[config.mk]
export PLATFORM = sky130hd
export DESIGN_NAME = stripmine_seq
export DESIGN_NICKNAME = d
export VERILOG_FILES = /design/src/rtl/stripmine_pkg.sv /design/src/rtl/stripmine_count.sv /design/src/rtl/stripmine_ptr.sv /design/src/rtl/stripmine_ctrl.sv /design/src/rtl/stripmine_seq.sv
export SDC_FILE = /design/constraint.sdc
export NUM_CORES = 1
export LEC_CHECK = 0
export CAP_MARGIN = 15
export CORE_MARGIN = 3
export CORE_UTILIZATION = 45
export CTS_BUF_LIST = sky130_fd_sc_hd__clkbuf_4 sky130_fd_sc_hd__clkbuf_8
export DETAILED_ROUTE_END_ITERATION = 12
export GPL_ROUTABILITY_DRIVEN = 1
export PLACE_DENSITY = 0.79
export SYNTH_ARGS = -nofsm -noshare
export SYNTH_HDL_FRONTEND = slang
export SYNTH_HIERARCHICAL = 1
export SYNTH_SLANG_ARGS = --single-unit
[constraint.sdc]
create_clock -name clk_i -period 2.55 [get_ports clk_i]
set_input_delay 0.51 -clock clk_i [delete_from_list [all_inputs] [get_ports clk_i]]
set_output_delay 0.51 -clock clk_i [all_outputs]
set_load 0.02 [all_outputs]
[src/rtl/stripmine_pkg.sv]
package stripmine_pkg;

    // Default geometry of the sequencer
    localparam int unsigned DEF_MAX_VL     = 64;
    localparam int unsigned DEF_ELEM_BYTES = 8;
    localparam int unsigned DEF_LEN_W      = 16;
    localparam int unsigned DEF_ADDR_W     = 32;

    typedef enum logic [1:0] {
        SEQ_IDLE   = 2'd0,
        SEQ_ISSUE  = 2'd1,
        SEQ_FINISH = 2'd2
    } seq_state_e;

    // Bytes covered by a chunk of the given element count
    function automatic logic [63:0] chunk_bytes(input logic [31:0] vl,
                                                input logic [31:0] elem);
        return 64'(vl) * 64'(elem);
    endfunction

    // Length of the leading chunk: the remainder, or a full chunk when the
    // remainder is empty (the empty chunk is skipped)
    function automatic logic [31:0] lead_len(input logic [31:0] rem_bits,
                                             input logic [31:0] max_vl);
        return (rem_bits == 32'd0) ? max_vl : rem_bits;
    endfunction

endpackage

[src/rtl/stripmine_count.sv]
module stripmine_count
    import stripmine_pkg::*;
#(
    parameter int unsigned LEN_W  = DEF_LEN_W,
    parameter int unsigned MAX_VL = DEF_MAX_VL,
    parameter int unsigned VL_W   = $clog2(MAX_VL) + 1
) (
    input  logic             clk_i,
    input  logic             rst_i,
    input  logic             load_i,
    input  logic [LEN_W-1:0] len_i,
    input  logic             advance_i,
    output logic [VL_W-1:0]  vl_o,
    output logic             last_o,
    output logic             zero_len_o
);
    localparam int unsigned LOG_VL = $clog2(MAX_VL);

    logic [LEN_W-1:0] remain_q;
    logic [VL_W-1:0]  vl_q;
    logic [31:0]      rem_bits;

    assign rem_bits   = 32'(len_i[LOG_VL-1:0]);
    assign zero_len_o = (len_i == '0);
    assign last_o     = (remain_q == LEN_W'(vl_q));
    assign vl_o       = vl_q;

    always_ff @(posedge clk_i) begin
        if (rst_i) begin
            remain_q <= '0;
            vl_q     <= '0;
        end else if (load_i) begin
            remain_q <= len_i;
            vl_q     <= VL_W'(lead_len(rem_bits, 32'(MAX_VL)));
        end else if (advance_i) begin
            remain_q <= remain_q - LEN_W'(vl_q);
            vl_q     <= VL_W'(MAX_VL);
        end
    end

    // once a chunk is taken and more remain, the next one is full length
    a_r3_full_after_first: assert property (@(posedge clk_i) disable iff (rst_i)
        (advance_i && !last_o) |=> (vl_o == VL_W'(MAX_VL)));

    // a nonzero remainder becomes the first length
    a_r2_lead_remainder: assert property (@(posedge clk_i) disable iff (rst_i)
        (load_i && len_i[LOG_VL-1:0] != '0) |=> (vl_o == VL_W'($past(len_i[LOG_VL-1:0]))));

endmodule

[src/rtl/stripmine_ptr.sv]
module stripmine_ptr
    import stripmine_pkg::*;
#(
    parameter int unsigned ADDR_W     = DEF_ADDR_W,
    parameter int unsigned VL_W       = 7,
    parameter int unsigned ELEM_BYTES = DEF_ELEM_BYTES
) (
    input  logic              clk_i,
    input  logic              rst_i,
    input  logic              load_i,
    input  logic [ADDR_W-1:0] base_i,
    input  logic              advance_i,
    input  logic [VL_W-1:0]   vl_i,
    output logic [ADDR_W-1:0] ptr_o
);
    logic [ADDR_W-1:0] ptr_q;
    logic [ADDR_W-1:0] step;

    assign step  = ADDR_W'(chunk_bytes(32'(vl_i), 32'(ELEM_BYTES)));
    assign ptr_o = ptr_q;

    always_ff @(posedge clk_i) begin
        if (rst_i)          ptr_q <= '0;
        else if (load_i)    ptr_q <= base_i;
        else if (advance_i) ptr_q <= ptr_q + step;
    end

    // the address only moves on a load or an accepted chunk
    a_r5_ptr_quiet: assert property (@(posedge clk_i) disable iff (rst_i)
        (!load_i && !advance_i) |=> $stable(ptr_o));

endmodule

[src/rtl/stripmine_ctrl.sv]
module stripmine_ctrl
    import stripmine_pkg::*;
(
    input  logic clk_i,
    input  logic rst_i,
    input  logic start_i,
    input  logic zero_len_i,
    input  logic last_i,
    input  logic chunk_ready_i,
    output logic cmd_ready_o,
    output logic chunk_valid_o,
    output logic load_o,
    output logic advance_o,
    output logic done_o
);
    seq_state_e state_q, state_d;

    assign cmd_ready_o   = (state_q == SEQ_IDLE);
    assign chunk_valid_o = (state_q == SEQ_ISSUE);
    assign done_o        = (state_q == SEQ_FINISH);
    assign load_o        = cmd_ready_o && start_i;
    assign advance_o     = chunk_valid_o && chunk_ready_i;

    always_comb begin
        state_d = state_q;
        unique case (state_q)
            SEQ_IDLE:   if (start_i) state_d = zero_len_i ? SEQ_FINISH : SEQ_ISSUE;
            SEQ_ISSUE:  if (chunk_ready_i && last_i) state_d = SEQ_FINISH;
            SEQ_FINISH: state_d = SEQ_IDLE;
            default:    state_d = SEQ_IDLE;
        endcase
    end

    always_ff @(posedge clk_i) begin
        if (rst_i) state_q <= SEQ_IDLE;
        else       state_q <= state_d;
    end

    // an empty command goes straight to completion
    a_r8_zero_finishes: assert property (@(posedge clk_i) disable iff (rst_i)
        (load_o && zero_len_i) |=> (done_o && !chunk_valid_o));

    // completion lasts a single cycle and returns to idle
    a_r7_done_pulse: assert property (@(posedge clk_i) disable iff (rst_i)
        done_o |=> (!done_o && cmd_ready_o));

endmodule

[src/rtl/stripmine_seq.sv]
module stripmine_seq
    import stripmine_pkg::*;
#(
    parameter int unsigned MAX_VL     = DEF_MAX_VL,
    parameter int unsigned ELEM_BYTES = DEF_ELEM_BYTES,
    parameter int unsigned LEN_W      = DEF_LEN_W,
    parameter int unsigned ADDR_W     = DEF_ADDR_W,
    parameter int unsigned VL_W       = $clog2(MAX_VL) + 1
) (
    input  logic              clk_i,
    input  logic              rst_i,
    input  logic              cmd_start_i,
    output logic              cmd_ready_o,
    input  logic [LEN_W-1:0]  cmd_len_i,
    input  logic [ADDR_W-1:0] cmd_base_a_i,
    input  logic [ADDR_W-1:0] cmd_base_b_i,
    input  logic [ADDR_W-1:0] cmd_base_c_i,
    output logic              chunk_valid_o,
    input  logic              chunk_ready_i,
    output logic [VL_W-1:0]   chunk_len_o,
    output logic [ADDR_W-1:0] chunk_ptr_a_o,
    output logic [ADDR_W-1:0] chunk_ptr_b_o,
    output logic [ADDR_W-1:0] chunk_ptr_c_o,
    output logic              done_o
);
    localparam int unsigned NPTR = 3;

    logic load, advance, last, zero_len;
    logic [NPTR-1:0][ADDR_W-1:0] bases, ptrs;

    assign bases = {cmd_base_c_i, cmd_base_b_i, cmd_base_a_i};

    stripmine_ctrl u_ctrl (
        .clk_i         (clk_i),
        .rst_i         (rst_i),
        .start_i       (cmd_start_i),
        .zero_len_i    (zero_len),
        .last_i        (last),
        .chunk_ready_i (chunk_ready_i),
        .cmd_ready_o   (cmd_ready_o),
        .chunk_valid_o (chunk_valid_o),
        .load_o        (load),
        .advance_o     (advance),
        .done_o        (done_o)
    );

    stripmine_count #(.LEN_W(LEN_W), .MAX_VL(MAX_VL), .VL_W(VL_W)) u_count (
        .clk_i      (clk_i),
        .rst_i      (rst_i),
        .load_i     (load),
        .len_i      (cmd_len_i),
        .advance_i  (advance),
        .vl_o       (chunk_len_o),
        .last_o     (last),
        .zero_len_o (zero_len)
    );

    for (genvar g = 0; g < NPTR; g++) begin : g_ptr
        stripmine_ptr #(.ADDR_W(ADDR_W), .VL_W(VL_W), .ELEM_BYTES(ELEM_BYTES)) u_ptr (
            .clk_i     (clk_i),
            .rst_i     (rst_i),
            .load_i    (load),
            .base_i    (bases[g]),
            .advance_i (advance),
            .vl_i      (chunk_len_o),
            .ptr_o     (ptrs[g])
        );
    end

    assign chunk_ptr_a_o = ptrs[0];
    assign chunk_ptr_b_o = ptrs[1];
    assign chunk_ptr_c_o = ptrs[2];

    // a stalled chunk stays put
    a_r6_hold_stalled: assert property (@(posedge clk_i) disable iff (rst_i)
        (chunk_valid_o && !chunk_ready_i) |=>
            (chunk_valid_o && $stable(chunk_len_o) && $stable(chunk_ptr_a_o)
             && $stable(chunk_ptr_b_o) && $stable(chunk_ptr_c_o)));

    // no command is taken while chunks are outstanding
    a_r9_busy_blocks: assert property (@(posedge clk_i) disable iff (rst_i)
        chunk_valid_o |-> !cmd_ready_o);

    // a presented chunk is never empty and never over the maximum
    a_r3_len_range: assert property (@(posedge clk_i) disable iff (rst_i)
        chunk_valid_o |-> (chunk_len_o != '0 && chunk_len_o <= VL_W'(MAX_VL)));

endmodule

# Word-level counts from Yosys, hierarchy flattened
# Index checks and enable logic that the tools add are counted.
# totals
ff_bits	121
inputBits	116
output_inout_bits	106
word_cells	38
# classes
addsub	4
n_eq_ne	5
n_mux	15
n_reduce_logical	8
# ops
cell	count
2-to-1 mux 32 bit	6
adder 32 x 10 -> 32 bit	3
logical NOT 32 bit	1
2-to-1 mux 16 bit	2
2-to-1 mux 7 bit	3
equality test 16 x 7 -> 1 bit	1
logical NOT 16 bit	1
subtractor 16 x 7 -> 16 bit	1
2-to-1 mux 2 bit	3
!= test 2 bit (second input constant)	2
case mux 2 bit (2 select lines)	1
logical AND 1 bit	3
equality test 2 x 1 -> 1 bit (second input constant)	1
equality test 2 bit (second input constant)	1
logical NOT 2 bit	1
AND reduction 2 bit	1
nonzero test 2 bit	1

# Longest topological paths before layout
# logic_depth
ltp_word	4
mapped_depth	9
ltp_nobuf	8

# Cells and area by module
# The synthesis kept the hierarchy.
# modules_own_cells
module	n_inst	cells_per_inst	area_per_inst_um2	seq_area_each_um2
stripmine_ptr	3	245	2006.9	640.6
stripmine_count	1	207	1606.5	460.4
stripmine_ctrl	1	13	111.4	40.0

# Least setup slack after synthesis
# Ideal clock, no wire load.
# synth_timing
kind	register to register
from	reg u_ctrl.state_q[0]
to	reg g_ptr[0].u_ptr.ptr_q[30]
setup_ns	0.079
arrival_ns	2.498
t_required_ns	2.471
path_slack_ns	-0.027
path_stages_with_launch	7
path_buffers	0
synth_period_minus_slack_ns	2.577
path_cell_list	dfxtp_1 -> and2b_1 -> and2_1 -> clkinv_1 -> or3_1 -> or4_1 -> o211ai_1
# synth_via
elab_chain_cells	3
elab_cells_between_ends	6
classes_between	eq/ne (1); mux (1); reduce/logical (4)
# synth_lines
item	line	source
from (decl)	stripmine_ctrl.sv:16	seq_state_e state_q, state_d;
from (signal assigned)	stripmine_ctrl.sv:36	else state_q <= state_d;
equality test 2 x 1 -> 1 bit	stripmine_ctrl.sv:19	assign chunk_valid_o = (state_q == SEQ_ISSUE);
named net chunk_valid_o	stripmine_seq.sv:18	output logic chunk_valid_o,
logical AND 1 bit	stripmine_ctrl.sv:22	assign advance_o = chunk_valid_o && chunk_ready_i;
named net advance	stripmine_seq.sv:28	logic load, advance, last, zero_len;
nonzero test 2 bit (no line)	n/a	
to (signal assigned)	stripmine_ptr.sv:24	else if (load_i) ptr_q <= base_i;
to (signal assigned)	stripmine_ptr.sv:25	else if (advance_i) ptr_q <= ptr_q + step;
to (decl)	stripmine_ptr.sv:16	logic [ADDR_W-1:0] ptr_q;
# The timed path passes the listed nets, and every way through them passes these cells.
# A chain may end at the register's enable or synchronous reset.

# Worst setup path in the final report
# layout_timing
from	reg u_count.vl_q[0], in the netlist u_count/vl_o[0]
to	reg u_count.remain_q[12]
# layout_via
elab_chain_cells	3
# layout_lines
item	line	source
from (decl)	stripmine_count.sv:20	logic [VL_W-1:0] vl_q;
from (signal assigned)	stripmine_count.sv:34	vl_q <= VL_W'(lead_len(rem_bits, 32'(MAX_VL)));
from (signal assigned)	stripmine_count.sv:37	vl_q <= VL_W'(MAX_VL);
subtractor 16 x 7 -> 16 bit	stripmine_count.sv:36	remain_q <= remain_q - LEN_W'(vl_q);
2-to-1 mux 16 bit	stripmine_count.sv:35	end else if (advance_i) begin
2-to-1 mux 16 bit	stripmine_count.sv:32	end else if (load_i) begin
to (signal assigned)	stripmine_count.sv:33	remain_q <= len_i;
to (signal assigned)	stripmine_count.sv:36	
to (decl)	stripmine_count.sv:19	logic [LEN_W-1:0] remain_q;
# No other way between the ends. The select of a mux whose other input is x is not followed.

==> results by group <==
Cells and area
  • Share of cells above drive strength 1: 0.1245
  • Fill count: around 1.4k
  • Register area: approximately 2400 sq um
  • Area Growth Syn to Fin: 42.96%
  • Final cell count without fillers: 1449
  • Antenna cells: 0
  • Area taken by multi-input logic gates: ~5000 sq um
  • Layout Nets: ~1.4k
  • Post-route cell area: 11060 sq um

Critical path
  • CP required: approximately 2.9 ns
  • R2r worst-path depth: 8
  • Crit path DAT: 2.77 ns
  • Crit-path cells: buf_4, ha_1, fa_1, nand2b_1, a211oi_2, o21ai_1, a311o_1, and3_1
  • Worst r2r src: u_count/vl_o[0]
  • Setup crit start: u_count/vl_o[0]
  • Crit path to: u_count/remain_q[12]
  • Crit path largest cell delay: roughly 0.39 ns
  • Worst Setup End Kind: flip-flop
  • Top delay family on crit path: compound AO/OA/AOI/OAI gates
  • Worst reg2reg endpoint: u_count/remain_q[12]
  • Critical path class: flip-flop to flip-flop
  • CP Max Fanout: 5
  • Setup slack, reg-to-reg: ~0.13 ns
  • CP bufs+invs: 1
  • Critical Path Stages: 8
  • Critical Path Source Type: flip-flop
  • Slowest-stage cell, CP: dfxtp_4

Detailed routing
  • Routed wire length: 24.45 mm
  • DR vias/cell: between 5 and 6
  • Post-DR wirelength/cell: ~17 um
  • Routed vias: 8314
  • Residual DRC: 0
  • 1st-iter DRT viols: just under 700
  • Antenna viol nets, final: 0
  • First drt pass iteration count: 5

Global routing
  • First-pass GRT wire length: ~38 mm
  • Antenna violations before repair: 0
  • GRT overflow: 0
  • Tot GR Track Use: 0.2508
  • Largest net degree at the start of global routing: 41
  • Vias in the first global route: ~7.8k

Outcome
  • Status: completed

Pwr
  • Tot Pwr: ~6.1 mW
  • Pwr dens: between 500 and 600 nW/um^2
  • VDD IR max: 0.5174 mV
  • Total leakage power: about 4 nW

STA
  • Clock Skews: about 0.014 ns
  • Final WS setup: 0.1279 ns
  • Max Slew Vio Count: 0
  • Final period util: 0.9499
  • Max transition margin: 0.5638
  • Slew @ Worst Pin: 0.6378 ns
  • Fin. Hold Viols: 0
  • Max Clock Freq: 412.9 MHz
  • RSZ-0062 raised after global routing: false
  • Total negative slack: 0 ns
  • Min cycle time layout: around 2.4 ns
  • Finish-stage setup viols: 0

Synthesis
  • Synth top area cells: dfxtp_1 31%, nor2_1 6.0%, a21oi_1 4.7%
  • Post-synthesis sequential area ratio: 0.3130
  • Net Count, Synth: about 1.1k
  • Avg Inst Size Synth: a little over 8 sq um
  • Post-synth ARST share: 0
  • EDFF count, synth: 0
  • Synth top area share: 0.3130
  • Syn. warnings: 6
  • Yosys cell types: 63
  • Seq cells post-synth: 121
  • Main synth FF type: dfxtp_1
  • Cell taking the most area after synthesis: dfxtp_1
  • Synth Instances: between 900 and 1k
  • Area of the mapped netlist: just under 8000 sq um

Clock tree
  • Clock slew at reported path FFs: ~0.080 ns
  • Clk root buf: clkbuf_8
  • CTS buffer count: 17
  • Htree depth: 4
  • CTS tree: done
  • Worst-Skew Late Latency: approximately 0.45 ns
  • CTS Buffer Depth: 2
  • CTS sink cnt: between 100 and 150

Place
  • Post-place instance area: 10560 sq um
  • Final HPWL from detailed placement: 18.05 mm
  • Port buffer count: around 220
  • GPL Wtd Cong: 0.9210
  • Setup WS pre-CTS: -0.2295 ns
  • Post-Place Cells: 1414

Floorplan
  • Die W: approximately 140 um
  • Core Region: 16700 sq um
  • Ports: 222
  • Row cnt: 47
  • Die Area: 18810 sq um
  • Initial Util: 0.4634
  • Die Height: between 100 and 150 um

Worst hold path
  • Min-delay src: u_ctrl/state_q[1]
  • HP Class: flip-flop to flip-flop

Run
  • Max Cap Viol: 0
## metal layers
metal | global-route usage | up-vias | part of all wire
met5 | 0 | - | 0
met4 | 0.07871 | 0 | 0.017
met3 | 0.06654 | 35 | 0.071
met2 | 0.4139 | 285 | 0.48
met1 | 0.3197 | 3876 | 0.43
li1 | - | 4118 | -
## synthesized netlist by cell type, types with 9 or more instances
library cell,number
a311oi_1,28
and4_1,10
a21oi_1,72
a21o_1,19
ha_1,28
dfxtp_1,121
buf_2,9
mux2i_1,23
nor3_1,21
nand2_1,34
o21a_1,13
nor2_1,123
and3_1,11
xnor2_1,37
or3_1,37
o211ai_1,17
or4_1,12
clkbuf_1,39
inv_1,44
o31ai_1,9
a211oi_1,47
o21ai_0,35
nand4_1,18
nand3_1,29
## sequential cells by signal, summed over array words and instances (netlist names)
register,flops
u_count/remain_q,16
u_count/vl_o,7
u_ctrl/state_q,2
g_ptr.u_ptr/ptr_o,96
## kinds of logic after synthesis
kind of cell / count (synthesis) / synth area share
buf+inv: 102 / 0.05384
simple gates: 341 / 0.2314
xor+xnor: 43 / 0.04867
fa+ha+maj: 32 / 0.05562
mux: 23 / 0.02975
flops: 121 / 0.3130
compound gates: 293 / 0.2677
## report_power, final
group	switching (mW)	internal, mW	total [mW]
Combinational	0.992	0.941	1.93
Sequential	0.233	2.08	2.32
Clock	0.796	1.07	1.86
Total	2.02	4.09	6.11
## worst reg2reg max path, cell delays in order, from the launching register on
cell	delay [ns]
dfxtp_4	0.39
buf_4	0.15
ha_1	0.21
fa_1	0.39
nand2b_1	0.21
a211oi_2	0.32
o21ai_1	0.19
a311o_1	0.33
and3_1	0.14
## area by class of cell
class                           instances  share of cell area
Inverter                               47             0.01595
Tap cell                              220             0.02488
Timing Repair Buffer                  297              0.2533
Sequential cell                       121              0.2197
Clock inverter                          8             0.01074
Clock buffer                           23             0.02692
Multi-Input combinational cell        733              0.4484
## through the flow
stage               hold WS, ns    util
floorplan                0.4334       -
global placement         0.4594  0.6323
global route             0.4945  0.6624
CTS                      0.4829  0.6573
finish                   0.4845  0.6624
detailed placement       0.4721  0.6323
## cells in the final DEF (no fill, tap or decap), types with 28 or more instances in the layout
cell and instances:
a211oi_1 47, a21oi_1 72, a311oi_1 28, buf_4 74, clkdlybuf4s50_1 220, dfxtp_1 116
inv_1 44, nand2_1 34, nand3_1 29, nor2_1 123, o21ai_0 35, or3_1 37
xnor2_1 37
## worst min path at each step
stage | to | slack [ns] | depth (start not counted)
5_1_grt | g_ptr[1].u_ptr/ptr_o[3] | 0.49 | 2
3_5_place_dp | u_ctrl/state_q[1] | 0.47 | 1
3_3_place_gp | u_ctrl/state_q[1] | 0.46 | 1
6_report | u_ctrl/state_q[1] | 0.48 | 1
4_1_cts | u_ctrl/state_q[1] | 0.48 | 1
2_1_floorplan | u_ctrl/state_q[1] | 0.43 | 1
## what timing repair did
| item | CTS | global route |
|---|---|---|
| gates resized for setup | 1 | 17 |
| endpoints found under the setup margin | 4 | 37 |
| hold buffers | 0 | 0 |
| setup buffers | 0 | 3 |
| gates cloned | 0 | 1 |
| pin swaps | 0 | 2 |
No activity file was read; power rests on OpenSTA's default activity.
